==> src/rtl/spec_store_queue.sv <==
module spec_store_queue #(
  parameter int DEPTH = 16,
  parameter int AW    = 32,
  parameter int DW    = 32
) (
  input  logic                       clk,
  input  logic                       rst_n,
  input  logic                       alloc_valid,
  input  logic [AW-1:0]              alloc_addr,
  input  logic [DW-1:0]              alloc_data,
  input  logic [DW/8-1:0]            alloc_mask,
  output logic                       alloc_full,
  input  logic [$clog2(DEPTH):0]     retire_cnt,
  input  logic                       flush,
  output logic                       wr_valid,
  input  logic                       wr_ready,
  output logic [AW-1:0]              wr_addr,
  output logic [DW-1:0]              wr_data,
  output logic [DW/8-1:0]            wr_mask,
  output logic                       drained
);
  localparam int PW = $clog2(DEPTH);
  localparam int CW = PW + 1;
  localparam int MW = DW / 8;

  logic [AW-1:0] mem_addr [DEPTH];
  logic [DW-1:0] mem_data [DEPTH];
  logic [MW-1:0] mem_mask [DEPTH];

  logic [PW-1:0] head;
  logic [CW-1:0] n_all, n_ret;

  logic [CW-1:0] n_spec, take;
  logic [PW-1:0] tail;
  logic          push, pop;

  assign n_spec     = n_all - n_ret;
  assign take       = (retire_cnt > n_spec) ? n_spec : retire_cnt;
  assign tail       = head + n_all[PW-1:0];
  assign alloc_full = (n_all == CW'(DEPTH));
  assign push       = alloc_valid && !alloc_full && !flush;
  assign wr_valid   = (n_ret != '0);
  assign pop        = wr_valid && wr_ready;
  assign drained    = (n_ret == '0);
  assign wr_addr    = mem_addr[head];
  assign wr_data    = mem_data[head];
  assign wr_mask    = mem_mask[head];

  always_ff @(posedge clk) begin
    if (!rst_n) begin
      head  <= '0;
      n_all <= '0;
      n_ret <= '0;
    end else begin
      head  <= head + PW'(pop);
      n_ret <= n_ret + take - CW'(pop);
      if (flush) n_all <= n_ret + take - CW'(pop);
      else       n_all <= n_all + CW'(push) - CW'(pop);
    end
  end

  always_ff @(posedge clk) begin
    if (push) begin
      mem_addr[tail] <= alloc_addr;
      mem_data[tail] <= alloc_data;
      mem_mask[tail] <= alloc_mask;
    end
  end

  // occupancy never exceeds capacity
  a_r6_no_overflow: assert property (@(posedge clk) disable iff (!rst_n)
    n_all <= CW'(DEPTH));

  // retired count never passes the allocated count
  a_r4_ret_bounded: assert property (@(posedge clk) disable iff (!rst_n)
    n_ret <= n_all);

  // a stalled write holds its store
  a_r7_hold: assert property (@(posedge clk) disable iff (!rst_n)
    wr_valid && !wr_ready |=> wr_valid && $stable(wr_addr) && $stable(wr_data) && $stable(wr_mask));

  // the oldest store moves only on an accepted write
  a_r7_head_moves_on_accept: assert property (@(posedge clk) disable iff (!rst_n)
    !(wr_valid && wr_ready) |=> $stable(head));

  // after a flush only retired stores remain
  a_r5_flush_keeps_retired: assert property (@(posedge clk) disable iff (!rst_n)
    flush |=> n_all == n_ret);

  // a flush leaves room
  a_r10_flush_frees: assert property (@(posedge clk) disable iff (!rst_n)
    flush && !(retire_cnt >= n_spec && n_all == CW'(DEPTH) && !pop) |=> !alloc_full);
endmodule

==> config.mk <==
export PLATFORM = sky130hd
export DESIGN_NAME = spec_store_queue
export DESIGN_NICKNAME = d
export VERILOG_FILES = /design/src/rtl/spec_store_queue.sv
export SDC_FILE = /design/constraint.sdc
export NUM_CORES = 1
export LEC_CHECK = 0
export BUFFER_PORTS_ARGS = -buffer_cell sky130_fd_sc_hd__buf_2
export CAP_MARGIN = 40
export CORE_UTILIZATION = 48
export CTS_BUF_LIST = sky130_fd_sc_hd__clkbuf_4 sky130_fd_sc_hd__clkbuf_8
export DETAILED_ROUTE_END_ITERATION = 12
export PLACE_DENSITY = 0.75
export SLEW_MARGIN = 20
export SYNTH_ARGS = -nofsm -noshare
export SYNTH_HDL_FRONTEND = slang
export SYNTH_SLANG_ARGS = --single-unit
==> constraint.sdc <==
create_clock -name clk -period 7.18 [get_ports clk]
set_input_delay 1.795 -clock clk [delete_from_list [all_inputs] [get_ports clk]]
set_output_delay 1.795 -clock clk [all_outputs]
set_load 0.02 [all_outputs]
Word level (Yosys, flattened, before mapping)
Memory sizes are Yosys's and may differ from the RTL's. A register that Yosys moved wholly into a read port is not among the register bits.
Index checks and enable logic that the tools add are counted.
{"block": "totals", "register_bits": 14, "mem_bits_rw": 1088, "in_bits": 78, "out_inout_bits": 71, "wordCells": 29, "n_memories": 3}
{"block": "classes", "add_sub_neg": 7, "n_lt_le_gt_ge": 1, "n_eq_ne": 1, "n_mux": 7, "reduce_logical": 7}
{"memory": "mem_addr", "depth": 16, "word_bits": 32, "rd": 1, "rd_ports_with_merged_regs": 1, "write_ports": 1, "line_no": "26", "text": "logic [AW-1:0] mem_addr [DEPTH];"}
{"memory": "mem_data", "depth": 16, "word_bits": 32, "rd": 1, "rd_ports_with_merged_regs": 1, "write_ports": 1, "line_no": "27", "text": "logic [DW-1:0] mem_data [DEPTH];"}
{"memory": "mem_mask", "depth": 16, "word_bits": 4, "rd": 1, "rd_ports_with_merged_regs": 1, "write_ports": 1, "line_no": "28", "text": "logic [MW-1:0] mem_mask [DEPTH];"}
{"op": "two-way mux 4 bit", "count": 3}
{"op": "two-way mux 5 bit", "count": 2}
{"op": "subtractor 5 x 1 -> 5 bit", "count": 2}
{"op": "adder 5 x 1 -> 5 bit", "count": 1}
{"op": "adder 5 bit", "count": 1}
{"op": "equality test 5 bit (second input constant)", "count": 1}
{"op": "> comparator 5 bit", "count": 1}
{"op": "logical NOT 5 bit", "count": 1}
{"op": "nonzero test 5 bit", "count": 1}
{"op": "subtractor 5 bit", "count": 1}
{"op": "adder 4 x 1 -> 4 bit", "count": 1}
{"op": "adder 4 bit", "count": 1}
{"op": "logical AND 1 bit", "count": 3}
{"op": "logical NOT 1 bit", "count": 2}
{"op": "two-way mux 1 bit", "count": 2}

Depth between registers and ports, before layout
Gate-level depths: netlist of run 1.
{"block": "logic_depth", "ltp_word": 7, "mapped_depth": 23, "depth_no_buf": 23}

Worst setup path after synthesis of run 1
No wires, ideal clock.
{"block": "synth_timing", "kind": "input port to flip-flop", "start": "input port flush", "end": "memory mem_addr[0][0] (enable)", "setup_ps": 494, "arrival_time_ps": 5638, "slack_ps": 1048, "path_stages": 5, "cell_sequence": "clkbuf_1 nor3b_1 inv_1 or3_1 nor2_1"}
{"block": "synth_between", "elab_chain_cells": 4}
{"item": "from (decl)", "line_no": "14", "text": "input logic flush,"}
{"item": "logical NOT 1 bit", "line_no": "41", "text": "assign push = alloc_valid && !alloc_full && !flush;"}
{"item": "logical AND 1 bit", "line_no": "41"}
{"item": "two-way mux 1 bit", "line_no": "63", "text": "if (push) begin"}
{"item": "two-way mux 1 bit (not written as such)", "line_no": "64", "text": "mem_addr[tail] <= alloc_addr;"}
{"item": "to (decl)", "line_no": "26"}
No other way between the ends.

==> results of run 1 <==
-- area by class of cell --
class | count | area, um2
Clock buffer | 209 | 2590
Timing Repair Buffer | 193 | 1240
Clock inverter | 73 | 489
Multi-Input combinational cell | 480 | 8830
Inverter | 27 | 101
Sequential cell | 1102 | 33000
Antenna cell | 2 | 5.00
Tap cell | 1155 | 1450
Fill cell | 6191 | 39200
-- metrics by stage --
step	cells	hold slack, ps
after floorplan	1686	593
final	3241	694
after CTS	3238	691
after global placement	2953	655
after global routing	3240	751
after detailed placement	2956	677
-- cell families after synthesis --
family / after synthesis
AO/OA/AOI/OAI: 28
XOR/XNOR: 16
adder cells (fa/ha/maj): 32
buffers and inverters: 104
flip-flops: 1102
multiplexers: 341
AND/OR/NAND/NOR: 63
-- power groups by stage --
stage	Sequential (uW)	Combinational, uW	Clock [uW]
after floorplan	7720	2940	0
after global placement	7760	3840	0
after detailed placement	7790	3930	0
after CTS	7660	3950	4910
after global routing	7690	4230	5180
final	7650	3900	4820
-- worst paths after layout --
| kind | endpoint | slack (ps) | depth (start not counted) |
|---|---|---|---|
| setup reg to reg | n_all[4] | 2460 | 23 |
| setup / recovery | wr_addr[1] | 1800 | 4 |
| hold / removal | n_ret[0] | 690 | 2 |
| hold reg to reg | n_ret[0] | 690 | 2 |
-- layout by cell type, fill, tap and decap left out, drive strengths merged, types with 2 or more instances in the layout --
cell type  instances
xor2               9
ha                28
diode              2
a21oi             15
nor2              30
nand3              5
a211oi             2
or3                2
nand2              8
and2               4
fa                 4
buf              193
xnor2              7
bufinv             4
clkinv            57
clkbuf           209
edfxtp          1088
dfxtp             14
clkinvlp           4
a21o               5
inv               35
nand2b             2
mux4             340
nor2b              4
-- routing by layer --
layer  vias to the layer above  routed length [um]  global-route usage
met5                         -                 108                   0
met2                       783               43900               0.325
met3                       161                6490              0.0430
met1                     10100               35400               0.278
met4                        18                1730              0.0628
li1                       7865                   -                   -
-- worst max-delay path: cells and delay by family, from the launching register on --
family | cells | cell delay (ps)
multiplexers | 2 | 1160
buffers and inverters | 2 | 690
flip-flops | 1 | 770
-- registers in the layout (all words and copies together) (netlist names) --
register and cells:
mem_data 512, head 4, mem_mask 64, mem_addr 512, n_all 5, n_ret 5
-- Yosys cell counts (all sizes together) (2+ instances only) --
cell type,n,area (um2)
edfxtp,1088,32700
mux4,340,7660
clkbuf,47,176
buf,30,213
nor2,30,113
ha,28,350
inv,26,97.6
a21oi,15,75.1
dfxtp,14,280
xor2,9,78.8
nand2,8,30.0
xnor2,7,61.3
a21o,5,37.5
nand3,5,25.0
and2,4,25.0
fa,4,80.1
nor2b,4,25.0
a211oi,2,15.0
nand2b,2,12.5
or3,2,12.5
==> impl_metrics.py, run 1 <==
metrics = {
    "power_and_ir_drop": {
        "power.switching_uw": 4550,
        "powerDensity_nw_per_um2": 343,
        "swShare": 0.278,
        "p_leak_uw": 0.0148,
        "power.internal_uw": 11800,
        "clockPowerShare": 0.294,
        "p_seq_frac": 0.468,
        "ir_drop_mv": 0.290,
        "power_uw": 16400,
        "pwr-share-comb": 0.238,
    },
    "logic_synthesis": {
        "synth_nets": 1796,
        "async_flop_share": 0,
        "avgSynthCellArea_um2": 25.0,
        "ys.flop_type": "edfxtp_1",
        "ys_seq_area_frac": 0.782,
        "synth_xor_area_frac": 0.00332,
        "ys_warn_count": 0,
        "synthCells": 1686,
        "synth-seq-cells": 1102,
        "synthMuxAreaShare": 0.182,
        "syn_area_um2": 42200,
        "synth_cell_types": 37,
        "yosys.area_share.simple": 0.00718,
        "synth_compound_area_frac": 0.00410,
        "synth-edff-count": 1088,
        "synth_top_family_by_area": "multiplexers",
        "synthAdderAreaFrac": 0.0102,
    },
    "worst_hold_path": {
        "hp-class": "flop to flop",
        "min-delay-start": "n_ret[0]",
    },
    "clocking": {
        "cts-root-buf": "clkbuf_8",
        "numCtsBuffers": 163,
        "clockBufferDepth": 3,
        "clkSinkCount": 1102,
        "htreeDepth": 4,
        "cts_setup_buffers": 0,
        "cts_hold_buf": 0,
        "path_clk_slew_ps": 70,
        "clkLatencyLatePin_ps": 830,
        "ctsResizeCount": 0,
        "cts_tree": "built",
    },
    "placement": {
        "place_congestion": 0.813,
        "preCtsSetupSlack_ps": 1940,
        "dp_hpwl_mm": 45.8,
        "port_buffers": 148,
        "placed_cell_area_um2": 44600,
    },
    "sta": {
        "period_needed_ps": 5380,
        "finalCritPeriodShare": 0.749,
        "fmax_mhz": 186,
        "hold_violations": 0,
        "setup_viol": 0,
        "setup_tns_ps": 0,
        "finalClockSkew_ps": 46.6,
        "relSlewSlack": 0.438,
        "slew_viol_final": 0,
        "fin_ws_ps": 1800,
        "worstMarginPinSlew_ps": 843,
        "rsz0062_at_grt": "false",
    },
    "outcome": {
        "outcome": "finished clean",
    },
    "worst_setup_path": {
        "critical_path.max_fanout": 70,
        "cp.required_ps": 5390,
        "startpoint": "head[0]",
        "crit_type": "flop to primary output",
        "r2r_start": "n_all[0]",
        "slowest_stage": "dfxtp_4",
        "cp_slowest_stage_delay_ps": 770,
        "end_kind": "primary output",
        "cp.arrival_ps": 3590,
        "path_cells": "buf_12 -> mux4_2 -> mux4_2 -> buf_2",
        "critPathMostFrequentCell": "mux4_2",
        "start_kind": "flop",
    },
    "global_route": {
        "antenna_found_initial": 13,
        "gr-total-overflow": 0,
        "track_usage": 0.201,
        "grt_pass1_vias": 20000,
        "grt_max_degree": 107,
        "grt_pass1_wl_mm": 130,
    },
    "detailed_routing": {
        "drt-vias-per-instance": 5.85,
        "firstDrtPassIters": 5,
        "drc": 0,
        "drt_iter0_markers": 1832,
        "ant_nets": 0,
        "wirelength_mm": 87.7,
        "dr_total_vias": 19000,
        "wl_per_cell_um": 27.1,
    },
    "die": {
        "die_h_um": 298,
        "fp.dieW_um": 298,
        "core_um2": 86900,
        "dieArea_um2": 89000,
        "ios": 149,
        "rows": 108,
        "start_util": 0.485,
    },
    "flow_run": {
        "maxCapViolCount": 0,
    },
    "finish": {
        "utilization": 0.549,
        "layout.nets": 2077,
        "design_area_um2": 47700,
        "drive_gt1_frac": 0.381,
        "area_growth_pct": 13.1,
    },
}
Power figures use the tool's default switching activity.
==> run 2, diff against run 1 <==
==> constraint.sdc (replaced) <==
create_clock -name clk -period 5.1 [get_ports clk]
set_input_delay 1.275 -clock clk [delete_from_list [all_inputs] [get_ports clk]]
set_output_delay 1.275 -clock clk [all_outputs]
set_load 0.02 [all_outputs]
==> impl_metrics.py, run 2 (same netlist as run 1, synthesis figures left out) <==
metrics = {
    "placement": {
        "dp_hpwl_mm": 45.7,
        "preCtsSetupSlack_ps": 411,
        "port_buffers": 148,
        "place_congestion": 0.794,
        "placed_cell_area_um2": 44700,
        "place_inst": 2959,
    },
    "finish": {
        "area_growth_pct": 13.6,
        "layout_common_cells": "edfxtp_1 (1088), mux4_2 (340), clkbuf_8 (166)",
        "mostFrequentLayoutCell": "edfxtp_1",
        "design_area_um2": 47900,
        "finalNonFillerCells": 3255,
        "drive_gt1_frac": 0.382,
        "layout.nets": 2082,
        "fillerInstances": 6134,
        "top_regs": "mem_addr: 512 flops, mem_data: 512 flops, mem_mask: 64 flops",
    },
    "power_and_ir_drop": {
        "p_leak_uw": 0.0149,
        "powerDensity_nw_per_um2": 484,
        "ir_drop_mv": 0.469,
    },
    "clocking": {
        "clkSinkCount": 1102,
        "clockBufferDepth": 3,
        "cts-root-buf": "clkbuf_8",
        "path_clk_slew_ps": 60,
        "cts_tree": "built",
        "numCtsBuffers": 164,
        "cts_hold_buf": 0,
        "clkLatencyLatePin_ps": 810,
        "htreeDepth": 4,
    },
    "sta": {
        "relSlewSlack": 0.450,
        "hold_violations": 0,
        "fmax_mhz": 214,
        "worstMarginPinSlew_ps": 823,
        "rsz0062_at_grt": "false",
        "finalCritPeriodShare": 0.915,
        "fin_ws_ps": 432,
        "fin_hold_ws_ps": 697,
        "slew_viol_final": 0,
        "period_needed_ps": 4670,
        "finalClockSkew_ps": 36.6,
        "setup_viol": 0,
    },
    "worst_hold_path": {
        "min_to": "n_ret[0]",
        "hold_depth": 2,
        "min-delay-start": "n_ret[0]",
        "hp-class": "flop to flop",
    },
    "global_route": {
        "grt_pass1_wl_mm": 129,
        "grt_pass1_vias": 19800,
        "track_usage": 0.201,
        "antenna_found_initial": 16,
        "grt_max_degree": 70,
        "gr-total-overflow": 0,
    },
    "worst_setup_path": {
        "worstReg2RegEnd": "n_all[4]",
        "cp.arrival_ps": 5370,
        "crit_type": "flop to flop",
        "start_kind": "flop",
        "cp.required_ps": 5800,
        "r2r_cells": 23,
        "r2r_start": "n_all[0]",
        "critical_path.max_fanout": 8,
        "end_kind": "flop",
        "r2r_slack_ps": 430,
    },
    "die": {
        "rows": 108,
        "die_h_um": 298,
        "core_um2": 86900,
        "ios": 149,
        "dieArea_um2": 89000,
        "fp.dieW_um": 298,
        "start_util": 0.485,
    },
    "detailed_routing": {
        "dr_total_vias": 18900,
        "drc": 0,
        "ant_nets": 0,
        "drt_iter0_markers": 1717,
        "firstDrtPassIters": 5,
        "wl_per_cell_um": 27.0,
        "drt-vias-per-instance": 5.81,
        "wirelength_mm": 87.8,
    },
    "outcome": {
        "outcome": "finished clean",
    },
    "flow_run": {
        "maxCapViolCount": 0,
    },
}
-- run 2: cell types whose count changed in the layout (fill, tap and decap cells not counted), moves of 2 or more --
cell / previous run / this run
clkbuf_4: 45 / 43
clkinv_8: 2 / 0
inv_8: 3 / 0
clkbuf_8: 164 / 166
buf_16: 3 / 1
buf_4: 34 / 24
clkinv_1: 41 / 45
buf_12: 8 / 24
diode_2: 2 / 8
clkinvlp_4: 4 / 8
-- run 2: final cells by class --
type | count | area [um2] | area share
Inverter | 27 | 101 | 0.00212
Tap cell | 1155 | 1450 | 0.0302
Clock inverter | 77 | 502 | 0.0105
Clock buffer | 209 | 2610 | 0.0544
Multi-Input combinational cell | 480 | 8840 | 0.184
Sequential cell | 1102 | 33000 | 0.688
Antenna cell | 8 | 20.0 | 0.000418
Timing Repair Buffer | 197 | 1430 | 0.0298
-- run 2: metal layers --
| layer | up-vias | part of all wire | global-route usage |
|---|---|---|---|
| li1 | 7900 | - | - |
| met1 | 10100 | 0.41 | 0.278 |
| met2 | 735 | 0.50 | 0.323 |
| met3 | 157 | 0.070 | 0.0401 |
| met4 | 16 | 0.025 | 0.0684 |
| met5 | - | 0.0011 | 0 |
-- run 2: timing repair --
item	in CTS	in global routing
setup endpoints to repair	0	1
gates resized for setup	0	1
buffers inserted	0	0
hold endpoints to repair	0	0
-- run 2: worst max-delay path by stage --
| stage | to | slack (ps) | startpoint |
|---|---|---|---|
| after floorplan | mem_addr[12][0] | -510 | flush |
| after global placement | n_all[4] | 540 | retire_cnt[4] |
| after detailed placement | n_all[4] | 410 | retire_cnt[4] |
| after CTS | wr_data[4] | 370 | head[0] |
| after global routing | n_all[4] | 70 | n_all[0] |
| final | n_all[4] | 430 | n_all[0] |
-- run 2: stage by stage --
| stage | power [uW] | utilization | setup TNS, ps |
|---|---|---|---|
| finish | 23200 | 0.551 | 0 |
| global route | 24100 | 0.551 | 0 |
| CTS | 23400 | 0.551 | 0 |
| detailed placement | 16600 | 0.515 | 0 |
| global placement | 16400 | 0.514 | 0 |
| floorplan | 15000 | - | -104020 |
-- run 2: worst max-delay path: stages (launching register included) --
cell	delay [ps]
dfxtp_1	360
inv_1	80
ha_1	150
inv_1	60
fa_1	410
nand3_1	120
a21oi_1	80
nand2b_1	150
ha_1	310
nand4_1	130
o221ai_1	290
nand2_2	170
nor2_1	110
a21oi_1	50
ha_1	290
inv_1	60
ha_1	150
inv_1	60
fa_1	460
nand2b_1	160
a21oi_1	160
xnor2_1	100
or3_1	400
a311oi_1	250
-- run 2: power breakdown --
part | internal (uW) | leakage, uW | switching (uW)
clock | 3600 | 0.00161 | 3200
combinational | 2620 | 0.00332 | 3030
sequential | 10500 | 0.00992 | 182
total | 16800 | 0.0149 | 6410
